`src/rtl/sgm_pkg.sv`:
```
package sgm_pkg;
  typedef enum logic [1:0] {
    SRC_ZERO  = 2'b00,
    SRC_RIGHT = 2'b01,
    SRC_LEFT  = 2'b10,
    SRC_AVG   = 2'b11
  } src_sel_e;
endpackage

```
`src/rtl/sgm_scale.sv`:
```
module sgm_scale #(
  parameter int DW = 24,
  parameter int CW = 8
) (
  input  logic signed [DW-1:0] s_i,
  input  logic        [CW-1:0] code_i,
  output logic signed [DW-1:0] y_o
);
  localparam int PW = DW + CW + 2;
  logic [CW:0] g;
  logic signed [PW-1:0] prod;

  // all-ones code maps to exact unity
  assign g    = (&code_i) ? {1'b1, {CW{1'b0}}} : {1'b0, code_i};
  assign prod = s_i * $signed({1'b0, g});
  assign y_o  = DW'(prod >>> CW);
endmodule

```
`src/rtl/sgm_route.sv`:
```
module sgm_route import sgm_pkg::*; #(
  parameter int DW = 24
) (
  input  logic signed [DW-1:0] left_i,
  input  logic signed [DW-1:0] right_i,
  input  src_sel_e             sel_i,
  output logic signed [DW-1:0] out_o
);
  logic signed [DW:0]   sum;
  logic signed [DW-1:0] avg;

  assign sum = {left_i[DW-1], left_i} + {right_i[DW-1], right_i};
  assign avg = DW'(sum >>> 1);

  always_comb begin
    unique case (sel_i)
      SRC_ZERO:  out_o = '0;
      SRC_RIGHT: out_o = right_i;
      SRC_LEFT:  out_o = left_i;
      default:   out_o = avg;
    endcase
  end
endmodule

```
`src/rtl/sgm_att_bank.sv`:
```
module sgm_att_bank #(
  parameter int CW = 8
) (
  input  logic          clk_i,
  input  logic          rst_ni,
  input  logic          wr_l_i,
  input  logic [CW-1:0] code_l_i,
  input  logic          ld_l_i,
  input  logic          wr_r_i,
  input  logic [CW-1:0] code_r_i,
  input  logic          ld_r_i,
  output logic [CW-1:0] act_l_o,
  output logic [CW-1:0] act_r_o
);
  logic [CW-1:0] pend_l_q, pend_r_q, pend_l_d, pend_r_d;
  logic load;

  assign pend_l_d = wr_l_i ? code_l_i : pend_l_q;
  assign pend_r_d = wr_r_i ? code_r_i : pend_r_q;
  assign load     = (wr_l_i & ld_l_i) | (wr_r_i & ld_r_i);

  always_ff @(posedge clk_i or negedge rst_ni) begin
    if (!rst_ni) begin
      pend_l_q <= '1;
      pend_r_q <= '1;
      act_l_o  <= '1;
      act_r_o  <= '1;
    end else begin
      pend_l_q <= pend_l_d;
      pend_r_q <= pend_r_d;
      if (load) begin
        act_l_o <= pend_l_d;
        act_r_o <= pend_r_d;
      end
    end
  end
endmodule

```
`src/rtl/sgm_mute_ramp.sv`:
```
module sgm_mute_ramp #(
  parameter int CW = 8
) (
  input  logic          clk_i,
  input  logic          rst_ni,
  input  logic          step_i,
  input  logic          mute_i,
  output logic [CW-1:0] lvl_o
);
  always_ff @(posedge clk_i or negedge rst_ni) begin
    if (!rst_ni) begin
      lvl_o <= '1;
    end else if (step_i) begin
      if (mute_i && lvl_o != '0)       lvl_o <= lvl_o - 1'b1;
      else if (!mute_i && lvl_o != '1) lvl_o <= lvl_o + 1'b1;
    end
  end
endmodule

```
`src/rtl/stereo_gain_mix.sv`:
```
module stereo_gain_mix import sgm_pkg::*; #(
  parameter int DW = 24,
  parameter int CW = 8
) (
  input  logic                 clk_i,
  input  logic                 rst_ni,
  input  logic                 in_valid_i,
  input  logic signed [DW-1:0] in_left_i,
  input  logic signed [DW-1:0] in_right_i,
  input  logic                 att_l_wr_i,
  input  logic        [CW-1:0] att_l_code_i,
  input  logic                 att_l_load_i,
  input  logic                 att_r_wr_i,
  input  logic        [CW-1:0] att_r_code_i,
  input  logic                 att_r_load_i,
  input  logic                 att_common_i,
  input  logic        [3:0]    route_mode_i,
  input  logic                 mute_i,
  input  logic                 disable_i,
  input  logic                 izd_en_i,
  input  logic                 zero_flag_i,
  output logic                 out_valid_o,
  output logic signed [DW-1:0] out_left_o,
  output logic signed [DW-1:0] out_right_o
);
  localparam int NCH = 2;

  logic [CW-1:0] act_l, act_r, mute_lvl;
  logic force_zero;
  logic signed [DW-1:0] chan_res [NCH];

  sgm_att_bank #(.CW(CW)) u_bank (
    .clk_i(clk_i), .rst_ni(rst_ni),
    .wr_l_i(att_l_wr_i), .code_l_i(att_l_code_i), .ld_l_i(att_l_load_i),
    .wr_r_i(att_r_wr_i), .code_r_i(att_r_code_i), .ld_r_i(att_r_load_i),
    .act_l_o(act_l), .act_r_o(act_r)
  );

  sgm_mute_ramp #(.CW(CW)) u_ramp (
    .clk_i(clk_i), .rst_ni(rst_ni), .step_i(in_valid_i),
    .mute_i(mute_i), .lvl_o(mute_lvl)
  );

  assign force_zero = disable_i | (izd_en_i & zero_flag_i);

  for (genvar c = 0; c < NCH; c++) begin : g_ch
    logic signed [DW-1:0] routed, attn;
    logic [CW-1:0] code;
    if (c == 0) begin : g_lcode
      assign code = act_l;
    end else begin : g_rcode
      assign code = att_common_i ? act_l : act_r;
    end
    sgm_route #(.DW(DW)) u_route (
      .left_i(in_left_i), .right_i(in_right_i),
      .sel_i(src_sel_e'(route_mode_i[2*c+1:2*c])), .out_o(routed)
    );
    sgm_scale #(.DW(DW), .CW(CW)) u_att (
      .s_i(routed), .code_i(code), .y_o(attn)
    );
    sgm_scale #(.DW(DW), .CW(CW)) u_mute (
      .s_i(attn), .code_i(mute_lvl), .y_o(chan_res[c])
    );
  end

  always_ff @(posedge clk_i or negedge rst_ni) begin
    if (!rst_ni) begin
      out_valid_o <= 1'b0;
      out_left_o  <= '0;
      out_right_o <= '0;
    end else begin
      out_valid_o <= in_valid_i;
      if (in_valid_i) begin
        out_left_o  <= force_zero ? '0 : chan_res[0];
        out_right_o <= force_zero ? '0 : chan_res[1];
      end
    end
  end
endmodule

```
`config.mk`:
```
export PLATFORM = sky130hd
export DESIGN_NAME = stereo_gain_mix
export DESIGN_NICKNAME = d
export VERILOG_FILES = /design/src/rtl/sgm_pkg.sv /design/src/rtl/sgm_scale.sv /design/src/rtl/sgm_route.sv /design/src/rtl/sgm_att_bank.sv /design/src/rtl/sgm_mute_ramp.sv /design/src/rtl/stereo_gain_mix.sv
export SDC_FILE = /design/constraint.sdc
export NUM_CORES = 2
export LEC_CHECK = 0
export BUFFER_PORTS_ARGS = -buffer_cell sky130_fd_sc_hd__buf_4
export CORE_MARGIN = 3
export CORE_UTILIZATION = 45
export DETAILED_ROUTE_END_ITERATION = 7
export GPL_TIMING_DRIVEN = 1
export SYNTH_ARGS = -nofsm -noshare
export SYNTH_HDL_FRONTEND = slang
export SYNTH_SLANG_ARGS = --single-unit
```
`constraint.sdc`:
```
create_clock -name clk_i -period 18.15 [get_ports clk_i]
set_clock_uncertainty 0.1 [all_clocks]
set_input_delay 3.63 -clock clk_i [delete_from_list [all_inputs] [get_ports clk_i]]
set_output_delay 3.63 -clock clk_i [all_outputs]
set_load 0.005 [all_outputs]
```
Word level (Yosys, flattened, before mapping)
Index checks and enable logic that the tools add are counted.
{ "totals": {"register_bits": 89, "output_inout_bits": 49, "elab_cells": 48} }
{ "classes": {"muxes": 12, "n_eq_ne": 5, "add_sub_neg": 3, "bitwise": 5, "n_reduce_logical": 11, "mul": 4} }
{ "op_table": {"columns": ["op", "count"], "rows": [
  ["$pmux W24 S3", 2],
  ["$mul A24 B10 Y32", 4],
  ["$mux W24", 2],
  ["$mux W8", 5],
  ["$mux W9", 3],
  ["$add A24 B24 Y25", 1],
  ["$reduce_and A8 Y1", 3],
  ["$add A8 B1 Y8 const B", 1],
  ["$ne A8 B8 Y1 const B", 1],
  ["$reduce_bool A8 Y1", 1],
  ["$sub A8 B1 Y8 const B", 1],
  ["$eq A2 B1 Y1 const B", 2],
  ["$eq A2 B2 Y1 const B", 2],
  ["$logic_not A2 Y1", 2],
  ["$and A1 B1 Y1", 3],
  ["$logic_and A1 B1 Y1", 2],
  ["$or A1 B1 Y1", 2],
  ["$reduce_and A2 Y1", 1],
  ["$reduce_bool A2 Y1", 1],
  ["$logic_not A1 Y1", 1]
]} }

Logic depth before layout (Yosys ltp)
{ "logic_depth": {"depth_word": 6, "depth_mapped": 55, "depth_no_buf": 55} }

Cells and area by module
From an unflattened synthesis, not the netlist that was laid out.
{ "unflattened": {"cells_unflattened": 4395, "area_unflattened_um2": 38016.5} }
{ "modules_own_cells": {"columns": ["module", "area_per_inst_um2", "seq_area_each_um2", "cells_each", "instances"], "rows": [
  ["sgm_scale (g_ch[1].u_att)", 7810.0, 0.0, 917, 1],
  ["sgm_scale (g_ch[0].u_att)", 7796.2, 0.0, 927, 1],
  ["sgm_scale (g_ch[1].u_mute)", 7410.9, 0.0, 857, 1],
  ["sgm_scale (g_ch[0].u_mute)", 7373.3, 0.0, 850, 1],
  ["sgm_route", 1715.4, 0.0, 245, 2],
  ["stereo_gain_mix", 2244.7, 1226.2, 219, 1],
  ["sgm_att_bank", 1306.3, 840.8, 68, 1],
  ["sgm_mute_ramp", 644.4, 210.2, 67, 1]
]} }

Worst setup path before layout
Ideal clock, no wire load.
{ "synth_path": {"kind": "in2reg", "from": "in in_left_i[1]", "to": "reg out_right_o[23]", "setup_ps": 130, "stages": 55, "arrival_time_ps": 16527, "n_path_buf": 0, "path_slack_ps": 1393, "cell_sequence": "ha_1 > a31o_2 > a21oi_1 > o21bai_1 > a21oi_1 > o21ai_0 > a21oi_1 > o21bai_1 > a21oi_1 > xnor2_1 > nand2_1 > a31oi_1 > nand2_1 > fa_1 > inv_1 > fa_1 > fa_1 > fa_1 > [... 19 more ...] > fa_1 > fa_1 > inv_1 > fa_1 > inv_1 > ha_1 > and4_1 > nor2b_1 > a211o_1 > a221o_1 > a21o_1 > o31a_1 > a21oi_1 > o311ai_2 > a31oi_1 > o21bai_1 > xnor3_1 > o2bb2ai_1"} }
{ "synth_between": {"elab_chain_cells": 5} }
{ "synth_rtl": {"columns": ["element", "line", "source"], "rows": [
  ["from (decl)", "stereo_gain_mix.sv:8", "input logic signed [DW-1:0] in_left_i,"],
  ["$add A24 B24 Y25", "sgm_route.sv:12", "assign sum = {left_i[DW-1], left_i} + {right_i[DW-1], right_i};"],
  ["$pmux W24 S3 (*)", "sgm_route.sv:16", "unique case (sel_i)"],
  ["$mul A24 B10 Y32 (*) (2 in series)", "sgm_scale.sv:15", "assign prod = s_i * $signed({1'b0, g});"],
  ["$mux W24 (*)", "stereo_gain_mix.sv:75", "out_right_o <= force_zero ? '0 : chan_res[1];"],
  ["to (signal assigned)", "stereo_gain_mix.sv:75", null],
  ["to (decl)", "stereo_gain_mix.sv:24", "output logic signed [DW-1:0] out_right_o"]
]} }
Mark *: on every way between the ends. The rest lies on a longest branch, timed or not.
A chain may end at the register's enable or synchronous reset.

Worst setup path after layout
Same ends and word-level chain as after synthesis.

==> impl_results.md <==
- Boundary Pins: 129
- Adder and majority cell fraction of the synthesized area: 50.8%
- Number of cell rows: 100
- Cell repeated most along the worst path: sky130_fd_sc_hd__fa_1
- All-Layer GR Usage: 24.1%
- Number of buffers added by the clock tree synthesis step: 9
- Startpoint-to-endpoint class of the critical path: in2reg
- Pre-Repair DR Iteration Count: 8
- Worst path max stage delay: 0.56 ns
- Main combinational cell family by area after synthesis: adder cells
- Mean routed wirelength per cell: 18.3 um
- Final layout net count: 5,087
- Number of flops mapped to enable cells by yosys: 0
- Transition time of the tightest slew-check pin: 1.08 ns
- Area fraction in compound gates after synthesis: 9.19%
- Total Die Area: 79,100 um2
- Min-Delay Path Class: reg2reg
- Number of antenna violations at the first check in global routing: 1
- Post-CTS Resized: 0
- Via count: 26,200
- Final clock period utilization by the worst path: 94.7%
- Hold slack: 0.404 ns
- Initial core utilization: 45.6%
- Maximum net fanout on the critical path: 9
- Global-route wire length before repair: 150 mm
- Post-placement setup slack: 0.583 ns
- Clock slew at reported path FFs: 0.08 ns
- Port bufs: 128
- Relative max-transition margin: 27.7%
- Number of vias per cell: 5.24
- Portion of the post-synthesis area used by sequential elements: 6.68%
- Post-synth cell types: 97
- Total wire length: 91.6 mm
- Clock tree buffer depth: 2
- Count of buffering cells on the critical path with inverters included: 8
- Setup crit start kind: primary input
- Critical Path RT: 18.31 ns
- Netlist area before placement: 34,100 um2
- Number of violations reported at the end of detailed-routing iteration 0: 1,488
- Top cell family by delay on the critical path: adder cells
- Via count of the first global-routing pass: 27,200
- CP Data Arrival Time: 17.36 ns
- Pin count of the biggest net entering global routing: 63
- Share of async-settable or async-resettable flops after synthesis: 100%
- Post-Syn Instances: 3,939
- Sinks on the clock net: 89
- Final setup violation count: 0
- Final Critical Period: 17.19 ns
- Remaining Overflow, GRT: 0
- Peak-usage layer in the global routing report: met2
- Hold buffer count at CTS: 0
- Mapped Avg Cell Area: 8.65 um2
- Outcome: finished clean
- Post-route worst setup slack: 0.957 ns
- Warnings from Yosys: 0
- Number of max-cap violations: 0
- Global Route met2 Usage: 39.6%
- Overall die width: 281 um
- Core Region: 74,700 um2
- Post-synthesis mux area share: 2.36%
- Post-synthesis share of cell area spent on and, or, nand and nor gates: 16.2%
- Half-perimeter wire length of the detailed placement result: 76.0 mm
- Max-slew violation count: 0
- Setup TNS: 0 ns
- Area added between synthesis and finish: 7.72%
- Fin cells: 5,004
- Fill cell count: 7,228
- Final count of hold timing violations: 0
- Count of nets left with antenna violations after detail routing: 0
- Setup bufs post-CTS: 0
- Slowest CP cell: sky130_fd_sc_hd__fa_1
- Die height: 281 um
- Crit end category: register
- Xor and xnor area share after synthesis: 4.34%
- CTS root buffer: sky130_fd_sc_hd__clkbuf_16
- Most frequently used flop master after synthesis: sky130_fd_sc_hd__dfrtp_1
- Met1 Usage GRT: 34.6%
- Setup repair after global routing missed its margin: no
- Max Clock Freq: 58.2 MHz
- CTS H-tree depth: 3
- Count of unresolved DRC violations after routing: 0
- Proportion of layout cells with a drive suffix above 1: 8.85%
- Fraction of met3 tracks used by global routing: 2.85%
- Later-pin clock latency in the skew report: 0.40 ns
- Seq cells post-synth: 89
- Cell Count Post-Placement: 4,988
- Post-synthesis net count: 4,996
- Last weighted congestion value of the routability-driven placer: 0.909
- Clock tree from TritonCTS: yes
through the flow:
step / util, % / instance area [um2]
2_1_floorplan: - / 34100
3_3_place_gp: 48.7 / 36400
3_5_place_dp: 48.7 / 36400
4_1_cts: 49.2 / 36700
5_1_grt: 49.2 / 36700
6_report: 49.2 / 36700
worst paths after layout:
path | start | endpoint | slack [ns] | cells after the start
worst min-delay path | out_left_o[7] | out_left_o[7] | 0.40 | 1
worst min register to register | out_left_o[7] | out_left_o[7] | 0.40 | 1
worst max-delay path | in_left_i[1] | out_right_o[23] | 0.96 | 57
worst max register to register | u_bank.act_l_o[4] | out_right_o[23] | 4.71 | 48
min in group asynchronous | rst_ni | out_right_o[3] | 3.04 | 1
max in group asynchronous | rst_ni | out_left_o[18] | 13.68 | 2
area by class of cell:
cell class / count / area, um2 / share of cell area, %
clock buffer: 9 / 225 / 0.613
multi-input combinational: 2899 / 28300 / 77.0
antenna: 1 / 2.50 / 0.00682
sequential: 89 / 2280 / 6.20
inverter: 822 / 3090 / 8.40
timing repair buffer: 209 / 1570 / 4.27
tap: 969 / 1210 / 3.30
clock inverter: 6 / 91.3 / 0.249
cells in the mapped netlist, drive strengths merged, types with 49 or more instances:
cell type	n	area share [%]
and2	71	1.3
clkbuf	106	1.2
xnor2	115	3.0
nor2b	94	1.8
o21ai	88	1.3
ha	301	11
dfrtp	49	3.6
a21oi	109	1.6
nor2	286	3.1
inv	821	9.0
fa	676	40
nand2	607	6.7
worst reg2reg max path, delay by kind of cell (launching register included):
| family | cells | cell delay, ns |
|---|---|---|
| flip-flops | 1 | 0.59 |
| adder cells (fa/ha/maj) | 12 | 5.73 |
| XOR/XNOR | 2 | 0.57 |
| AO/OA/AOI/OAI | 15 | 3.10 |
| buffers and inverters | 6 | 0.44 |
| AND/OR/NAND/NOR | 13 | 2.81 |
cell families (layout without fill, tap and decap cells):
kind of cell,after synthesis,count (layout)
AND/OR/NAND/NOR,1242,1242
adder cells (fa/ha/maj),977,977
buffers and inverters,951,1046
AO/OA/AOI/OAI,442,442
XOR/XNOR,163,163
flip-flops,89,89
multiplexers,75,75
other,0,1
registers in the layout, summed over array words and instances, names as in the netlist:
register         cells
u_bank.pend_r_q      8
u_bank.act_l_o       8
u_ramp.lvl_o         8
u_bank.act_r_o       8
out_valid_o          1
u_bank.pend_l_q      8
out_right_o         24
out_left_o          24
metal layers:
metal / vias up / part of all wire (%)
met1: 13100 / 46
met2: 713 / 46
met4: 0 / 2.1
li1: 12300 / -
met3: 83 / 5.3
met5: - / 0
cell usage in the layout, fill, tap and decap left out, drive strengths merged, types with 40 or more instances in the layout:
master    n
ha      301
a21o     43
a21oi   109
nand2   607
xor2     47
o21ai    88
dfrtp    49
nor2b    94
a22o     47
dfstp    40
nor2    286
xnor2   115
and2     71
mux2     41
buf     209
fa      676
inv     822
Power is left out: the tool's default activity adds up to more than one toggle a clock period on the data nets, which glitch-free logic cannot reach.
